## src/rtl/rxp_pkg.sv

```systemverilog
package rxp_pkg;
    localparam int unsigned DEF_CELL_BYTES = 53;
    localparam int unsigned DEF_SLOTS      = 2;
    localparam int unsigned DEF_DATA_W     = 8;
    localparam int unsigned DEF_ADDR_W     = 5;
endpackage

```

## src/rtl/rxp_cell_store.sv

```systemverilog
module rxp_cell_store #(
    parameter int unsigned DEPTH  = 106,
    parameter int unsigned DATA_W = 8,
    localparam int unsigned AW    = $clog2(DEPTH)
) (
    input  logic              clk,
    input  logic              we,
    input  logic [AW-1:0]     waddr,
    input  logic [DATA_W-1:0] wdata,
    input  logic [AW-1:0]     raddr,
    output logic [DATA_W-1:0] rdata
);
    logic [DATA_W-1:0] mem_q [DEPTH];

    always_ff @(posedge clk) begin
        if (we) mem_q[waddr] <= wdata;
    end

    assign rdata = mem_q[raddr];
endmodule

```

## src/rtl/rxp_fill.sv

```systemverilog
module rxp_fill #(
    parameter int unsigned CELL_BYTES = 53,
    parameter int unsigned SLOTS      = 2,
    localparam int unsigned IDX_W     = $clog2(CELL_BYTES),
    localparam int unsigned SLOT_W    = (SLOTS > 1) ? $clog2(SLOTS) : 1
) (
    input  logic              clk,
    input  logic              rst_n,
    input  logic              accept,
    output logic [SLOT_W-1:0] wr_slot,
    output logic [IDX_W-1:0]  wr_idx,
    output logic              commit
);
    typedef struct packed {
        logic [SLOT_W-1:0] slot;
        logic [IDX_W-1:0]  idx;
    } fill_t;

    fill_t f_d, f_q;
    logic  at_end;

    always_comb begin
        f_d    = f_q;
        at_end = (f_q.idx == IDX_W'(CELL_BYTES - 1));
        commit = accept && at_end;
        if (accept) begin
            if (at_end) begin
                f_d.idx  = '0;
                f_d.slot = (f_q.slot == SLOT_W'(SLOTS - 1)) ? '0 : f_q.slot + 1'b1;
            end else begin
                f_d.idx = f_q.idx + 1'b1;
            end
        end
    end

    always_ff @(posedge clk) begin
        if (!rst_n) f_q <= '0;
        else        f_q <= f_d;
    end

    assign wr_slot = f_q.slot;
    assign wr_idx  = f_q.idx;


    cell_len_chk: assert property (@(posedge clk) disable iff (!rst_n)
        f_q.idx < IDX_W'(CELL_BYTES));
endmodule

```

## src/rtl/utopia_rx_port.sv

```systemverilog
module utopia_rx_port #(
    parameter int unsigned CELL_BYTES = rxp_pkg::DEF_CELL_BYTES,
    parameter int unsigned SLOTS      = rxp_pkg::DEF_SLOTS,
    parameter int unsigned DATA_W     = rxp_pkg::DEF_DATA_W,
    parameter int unsigned ADDR_W     = rxp_pkg::DEF_ADDR_W
) (
    input  logic              clk,
    input  logic              rst_n,
    input  logic [ADDR_W-1:0] port_addr,
    input  logic              wr_en,
    input  logic [DATA_W-1:0] wr_data,
    output logic              wr_ready,
    input  logic [ADDR_W-1:0] rx_addr,
    input  logic              rx_en_n,
    output logic [DATA_W-1:0] rx_data,
    output logic              rx_parity,
    output logic              rx_soc,
    output logic              rx_dat_oe,
    output logic              rx_clav,
    output logic              rx_clav_oe
);
    localparam int unsigned IDX_W     = $clog2(CELL_BYTES);
    localparam int unsigned SLOT_W    = (SLOTS > 1) ? $clog2(SLOTS) : 1;
    localparam int unsigned CNT_W     = $clog2(SLOTS + 1);
    localparam int unsigned MEM_DEPTH = SLOTS * CELL_BYTES;
    localparam int unsigned MEM_W     = $clog2(MEM_DEPTH);

    typedef struct packed {
        logic              sel;
        logic              clav_oe;
        logic              clav;
        logic              dat_oe;
        logic [DATA_W-1:0] data;
        logic              par;
        logic              soc;
        logic [SLOT_W-1:0] rd_slot;
        logic [IDX_W-1:0]  rd_idx;
        logic [CNT_W-1:0]  full_cnt;
    } port_t;

    port_t s_d, s_q;

    logic              wr_accept;
    logic [SLOT_W-1:0] wr_slot;
    logic [IDX_W-1:0]  wr_idx;
    logic              commit;
    logic [MEM_W-1:0]  waddr, raddr;
    logic [DATA_W-1:0] rdata;
    logic              avail, take, last;

    assign wr_ready  = (s_q.full_cnt < CNT_W'(SLOTS));
    assign wr_accept = wr_en && wr_ready;
    assign waddr = MEM_W'(wr_slot) * MEM_W'(CELL_BYTES) + MEM_W'(wr_idx);
    assign raddr = MEM_W'(s_q.rd_slot) * MEM_W'(CELL_BYTES) + MEM_W'(s_q.rd_idx);

    rxp_fill #(.CELL_BYTES(CELL_BYTES), .SLOTS(SLOTS)) i_fill (
        .clk     (clk),
        .rst_n   (rst_n),
        .accept  (wr_accept),
        .wr_slot (wr_slot),
        .wr_idx  (wr_idx),
        .commit  (commit)
    );

    rxp_cell_store #(.DEPTH(MEM_DEPTH), .DATA_W(DATA_W)) i_store (
        .clk   (clk),
        .we    (wr_accept),
        .waddr (waddr),
        .wdata (wr_data),
        .raddr (raddr),
        .rdata (rdata)
    );

    always_comb begin
        s_d   = s_q;
        avail = (s_q.rd_idx == '0) ? (s_q.full_cnt != '0) : (s_q.full_cnt > CNT_W'(1));
        take  = s_q.sel && !rx_en_n && (s_q.full_cnt != '0);
        last  = take && (s_q.rd_idx == IDX_W'(CELL_BYTES - 1));

        s_d.clav_oe = (rx_addr == port_addr);
        s_d.clav    = avail;
        if (rx_en_n) s_d.sel = (rx_addr == port_addr);

        s_d.dat_oe = take;
        s_d.soc    = take && (s_q.rd_idx == '0);
        if (take) begin
            s_d.data = rdata;
            s_d.par  = ~^rdata;
            if (last) begin
                s_d.rd_idx  = '0;
                s_d.rd_slot = (s_q.rd_slot == SLOT_W'(SLOTS - 1)) ? '0 : s_q.rd_slot + 1'b1;
            end else begin
                s_d.rd_idx = s_q.rd_idx + 1'b1;
            end
        end

        unique case ({commit, last})
            2'b10:   s_d.full_cnt = s_q.full_cnt + 1'b1;
            2'b01:   s_d.full_cnt = s_q.full_cnt - 1'b1;
            default: s_d.full_cnt = s_q.full_cnt;
        endcase
    end

    always_ff @(posedge clk) begin
        if (!rst_n) s_q <= '0;
        else        s_q <= s_d;
    end

    assign rx_data    = s_q.data;
    assign rx_parity  = s_q.par;
    assign rx_soc     = s_q.soc;
    assign rx_dat_oe  = s_q.dat_oe;
    assign rx_clav    = s_q.clav;
    assign rx_clav_oe = s_q.clav_oe;


    clav_drive_chk: assert property (@(posedge clk) disable iff (!rst_n)
        (rx_addr == port_addr) |=> rx_clav_oe);


    clav_float_chk: assert property (@(posedge clk) disable iff (!rst_n)
        (rx_addr != port_addr) |=> !rx_clav_oe);


    pause_float_chk: assert property (@(posedge clk) disable iff (!rst_n)
        rx_en_n |=> !rx_dat_oe);


    soc_with_data_chk: assert property (@(posedge clk) disable iff (!rst_n)
        rx_soc |-> rx_dat_oe);


    no_overflow_chk: assert property (@(posedge clk) disable iff (!rst_n)
        s_q.full_cnt <= CNT_W'(SLOTS));


    commit_release_chk: assert property (@(posedge clk) disable iff (!rst_n)
        (commit && last) |=> $stable(s_q.full_cnt));
endmodule

```

## config.mk

```make
export PLATFORM = sky130hd
export DESIGN_NAME = utopia_rx_port
export DESIGN_NICKNAME = d
export VERILOG_FILES = /design/src/rtl/rxp_pkg.sv /design/src/rtl/rxp_cell_store.sv /design/src/rtl/rxp_fill.sv /design/src/rtl/utopia_rx_port.sv
export SDC_FILE = /design/constraint.sdc
export NUM_CORES = 1
export LEC_CHECK = 0
export ABC_CLOCK_PERIOD_IN_PS = 8550
export BUFFER_PORTS_ARGS = -buffer_cell sky130_fd_sc_hd__buf_2
export CELL_PAD_IN_SITES_DETAIL_PLACEMENT = 1
export CELL_PAD_IN_SITES_GLOBAL_PLACEMENT = 1
export CORE_ASPECT_RATIO = 0.8
export CORE_UTILIZATION = 25
export DETAILED_ROUTE_END_ITERATION = 16
export PLACE_DENSITY_LB_ADDON = 0.15
export SLEW_MARGIN = 25
export SYNTH_ARGS = -nofsm -noshare
export SYNTH_HDL_FRONTEND = slang
export SYNTH_SLANG_ARGS = --single-unit
```

## constraint.sdc

```tcl
create_clock -name clk -period 8.55 [get_ports clk]
set_input_delay 1.2825 -clock clk [delete_from_list [all_inputs] [get_ports clk]]
set_output_delay 1.2825 -clock clk [all_outputs]
set_load 0.03 [all_outputs]
```

# Word-level counts from Yosys, hierarchy flattened
# Memories as Yosys holds them, arrays and structs flattened.
# Cells that the tools add are included.
# Widths: inputs -> output; s select.
op_classes:
  reduce_logical: 13
  add_sub_neg: 8
  n_eq_ne: 5
  magnitude_cmp: 2
  muxes: 8
  multipliers: 2
ops:
  columns: ["operator", "n"]
  rows:
  - ["$add 7x6->7", 2]
  - ["$mul 1x6->7 const B", 2]
  - ["$add 6x1->6 const B", 2]
  - ["$eq 6x6->1 const B", 2]
  - ["$mux 6", 2]
  - ["$reduce_xnor 8->1", 1]
  - ["$logic_and 1x1->1", 6]
  - ["$logic_not 6->1", 1]
  - ["$eq 5x5->1", 1]
  - ["$mux 1", 5]
  - ["$pmux 2 s2", 1]
  - ["$reduce_and 2->1", 2]
  - ["$reduce_bool 2->1", 2]
  - ["$add 1x1->1 const B", 2]
  - ["$add 2x1->2 const B", 1]
  - ["$eq 2x1->1 const B", 1]
  - ["$eq 2x2->1 const B", 1]
  - ["$gt 2x1->1 const B", 1]
  - ["$lt 2x2->1 const B", 1]
  - ["$sub 2x1->2 const B", 1]
  - ["$logic_not 1->1", 1]
totals:
  mem_count: 1
  regBits: 30
  output_inout_bits: 14
  mem_bits_rw: 848
  elab_cells: 51
memory_table:
  columns: ["name", "words", "width", "rd", "rd_clocked_by_memory_dff", "wr", "line", "rtl"]
  rows:
  - ["i_store.mem_q", 106, 8, 1, 0, 1, "rxp_cell_store.sv:13", "logic [DATA_W-1:0] mem_q [DEPTH];"]

# Longest topological paths before layout
logic_depth:
  word_depth: 6
  depth_mapped: 17
  mapped_depth_nobuf: 12

# Cells and area by module
# From an unflattened synthesis, not the netlist that was laid out.
unflattened:
  hier_cells: 1757
  hier_area_um2: 34848.4
modules_own_cells:
  columns: ["mod", "n_inst", "area_each_um2", "seq_area_each_um2", "cells_per_inst"]
  rows:
  - ["rxp_cell_store", 1, 33039.2, 25464.4, 1556]
  - ["utopia_rx_port", 1, 1472.7, 460.4, 165]
  - ["rxp_fill", 1, 336.6, 140.1, 36]

# Least setup slack after synthesis
# OpenSTA, ideal clock, no wires.
synth_timing:
  path_type: "register to register"
  start: "register s_q[2] in the netlist's numbering"
  end: "register s_q, in the netlist rx_parity"
  t_arrival_ns: 3.187
  required_time_ns: 8.418
  period_less_slack_ns: 3.319
  slack_ns: 5.231
  path_stages_with_launch: 13
  path_cell_list: "dfxtp_1 -> ha_1 -> ha_1 -> buf_4 -> buf_6 -> buf_4 -> mux4_2 -> mux4_2 -> a31oi_1 -> nand4_1 -> xnor3_1 -> xnor2_1 -> a21oi_1"
synth_between:
  elab_chain_len: 3
synth_lines:
  columns: ["item", "line", "rtl"]
  rows:
  - ["start: declaration", "utopia_rx_port.sv:41", "port_t s_d, s_q;"]
  - ["start signal: assignment", "utopia_rx_port.sv:105", "if (!rst_n) s_q <= '0;"]
  - ["start signal: assignment", "utopia_rx_port.sv:106", "else s_q <= s_d;"]
  - ["$add 7x6->7", "utopia_rx_port.sv:54", "assign raddr = MEM_W'(s_q.rd_slot) * MEM_W'(CELL_BYTES) + MEM_W'(s_q.rd_idx);"]
  - ["$mem_v2 106x8", null, null]
  - ["$reduce_xnor 8->1", "utopia_rx_port.sv:88", "s_d.par = ~^rdata;"]
# Every way passes these cells.
# A chain may end at the register's enable or synchronous reset.

# Final worst setup path
# Same ends and word-level chain as after synthesis.

==> summary.txt <==
Biggest area contributors in the synthesized netlist - edfxtp_1 72%, mux4_2 13%, nand2_1 2.0%, dfxtp_1 1.7%, nor2_1 1.4%
Sequential area share after synthesis - 74.0%
Cell Rows - 122
Metal-1 WL - 52.9 mm
Via count of the routed design - 17600
Layout overhead on the synthesized area - 14.6%
Element type at the critical path start - register
Final-report max-slew violation count - 0
Total CTS buffers - 93
Most common cell in the synthesized netlist - edfxtp_1
Placeable core area - 0.139 sq mm
Category of the most critical setup path - reg -> reg
Cells along the critical path - ha_4 > ha_4 > buf_12 > mux4_2 > nand2_1 > and3_1 > a311oi_1 > o21ai_0 > nand4_1 > xnor3_1 > xnor2_1 > a21oi_1
TritonCTS clock tree - built
Share of the clock period used by the worst path after layout - 58.8%
Worst path max stage delay - 0.83 ns
Async set-or-reset flop fraction in the synthesized netlist - 0%
Setup-failing EPs final - 0
Total of flip-flops plus latches after synthesis - 878
Worst-path clk slew - 0.06 ns
Power per Cell Area - 220 mW/mm^2
Final Hold Violating Endpoints - 0
DIE HEIGHT - 338 um
Boundary pin count - 36
CP Data Arrival Time - 5.55 ns
# resized after CTS - 0
Global-route usage over all layers - 14.4%
Initial core utilization - 25.3%
Number of buffers on the longest clock path - 3
Largest net degree at the start of global routing - 94
Most frequent cell on the critical path - ha_4
Leak - 12.2 nW
Relative slew margins - 31.7%
Average footprint of a synthesized cell - 19.1 sq um
Clock root cell - clkbuf_16
Via/cell ratio - 4.59
Most common library cells after synthesis - 848 x edfxtp_1, 196 x mux4_2, 184 x nand2_1, 134 x nor2_1
Number of flops mapped to enable cells by yosys - 848
Die area - 0.142 sq mm
Top layer in use - met4
Width of the die - 422 um
Hpwl dp - 60.4 mm
Port-buffer cells - 35
Cell type with the largest total area after synthesis - edfxtp_1
Cells after DPL - 3662
Largest delay share family, worst path - compound AO/OA/AOI/OAI gates
Post-synth top area share - 72.3%
Insertion delay of the later-clocked pin in the worst-skew pair - 0.68 ns
Maximum clock rate - 199 MHz
Final RePlAce weighted congestion - 0.756
Number of buffers inserted to repair setup after CTS - 0
Length of routed met2 wiring - 43.5 mm
Maximum Capacitance Violations - 0
Total number of clock tree sinks - 878
DR DRC count - 0
Layout cells sized above 1 - 21.9%
# nets final - 1936
Number of buffer and inverter stages on the critical path - 1
Routed wl met3 - 3.53 mm
Iteration-0 DRC count of the detailed router - 1266
Number of fill cells in the layout - 14200
First-pass GRT wire length - 146 mm
CP Max Fanout - 93
Synth Flop Type - edfxtp_1
Overall Power - 0.00888 W
Overflow left after global routing - 0
CP endpoint kind - register
Worst-case hold slack - 0.476 ns
Post-route ant nets - 0
Worst vdd rail ir drop - 0.170 mV
Netlist Area Pre-Place - 0.0352 sq mm
Cell Count, Final, Fillers Out - 3832
Aggregate routed wire length - 102 mm
Antenna violations before repair - 2
Tightest Pin Transition - 1.02 ns
Data required time at the worst endpoint - 9.08 ns
Net count after synthesis - 1882
Status - complete, no violations
Total iterations of the first detailed-routing run - 5
Min-Delay Path Class - reg -> reg
Synthesized netlist cell count - 1843
H-tree depth reported by CTS - 3
Setup repair after global routing missed its margin - false
Worst-path cell with the longest stage delay - o21ai_0
Clock Skews - 0.0252 ns
Minimum clock period after layout - 5.03 ns
Number of global-route vias before repair - 18600
Yosys warning total - 0
Netlist cell types - 59
Per-cell routed wire length - 26.6 um
Final sum of negative setup slack - 0 ns
Hold_buf cts - 0
==> worst register-to-register path, delay by kind of cell (launching register included) <==
family / cells / cell delay [ns]
buffers and inverters: 1 / 0.50
DFF: 1 / 0.39
and+or+nand+nor: 3 / 0.63
adders and majority gates: 2 / 0.99
xor gates and xnor gates: 2 / 0.72
AOI/OAI and AO/OA: 3 / 1.00
muxes: 1 / 0.68
==> cells in the final DEF (no fill, tap or decap), types with 15 or more instances in the layout <==
cell and instances:
dfxtp_1 30, clkbuf_16 96, buf_2 27, ha_1 15
xnor2_1 15, nor2_1 118, mux4_2 196, buf_4 30
nand2_1 183, mux2i_1 44, a21oi_1 17, nor2_2 16
clkbuf_1 22, clkinv_2 18, nand3_1 40, edfxtp_1 848
and3_1 26, clkinv_1 15
==> final cells by class <==
cell class	instances	area, sq um	share of cell area [%]
Timing Repair Buffer	63	480	1.19
Sequential cell	878	26100	64.6
Tap cell	1860	2330	5.76
Antenna cell	1	2.50	0.00620
Clock buffer	119	2500	6.19
Clock inverter	50	467	1.16
Inverter	8	30.0	0.0744
Multi-Input combinational cell	853	8500	21.1
==> registers in the layout, indices dropped and copies added (netlist names) <==
| register | flops |
|---|---|
| i_fill.wr_idx | 6 |
| i_fill.wr_slot | 1 |
| i_store.mem_q | 848 |
| rx_clav | 1 |
| rx_clav_oe | 1 |
| rx_dat_oe | 1 |
| rx_data | 8 |
| rx_parity | 1 |
| rx_soc | 1 |
| s_q | 10 |
==> path summary, 6_finish.rpt <==
| kind | start | to | slack (ns) | cells after the start |
|---|---|---|---|---|
| setup reg to reg | s_q[2]$_SDFFE_PN0P_ | rx_parity$_SDFFE_PN0P_ | 3.52 | 12 |
| setup / recovery | s_q[2]$_SDFFE_PN0P_ | rx_parity$_SDFFE_PN0P_ | 3.52 | 12 |
| hold / removal | rx_data[1]$_SDFFE_PN0P_ | rx_data[1]$_SDFFE_PN0P_ | 0.48 | 2 |
| hold reg to reg | rx_data[1]$_SDFFE_PN0P_ | rx_data[1]$_SDFFE_PN0P_ | 0.48 | 2 |
==> where the power goes <==
part	internal (W)	switching (W)	leakage [nW]	total, W
combinational	0.0000276	0.000120	2.86	0.000148
clock	0.00230	0.00170	1.44	0.00401
sequential	0.00472	0.00000285	7.87	0.00472
==> per-layer routing <==
layer,vias to the layer above,GRT usage [%]
li1,7521,-
met1,9612,22.2
met2,322,20.9
met3,135,2.43
met4,0,3.42
met5,-,0
==> per-stage QoR <==
stage / area [sq um] / utilization (%) / setup slack, ns
2_1_floorplan: 35200 / - / 5.23
3_3_place_gp: 37400 / 26.9 / 3.56
5_1_grt: 40400 / 29.0 / 3.41
4_1_cts: 40300 / 29.0 / 3.57
6_report: 40400 / 29.0 / 3.52
3_5_place_dp: 37400 / 26.9 / 3.57
==> kinds of logic after synthesis <==
group	Yosys count	share of synthesized area (%)
compound gates	111	2.32
xor+xnor	35	0.974
fa+ha+maj	17	0.604
buf+inv	112	2.20
flops	878	74.0
mux	252	14.5
simple gates	438	5.37
(Power assumes the default switching activity.)
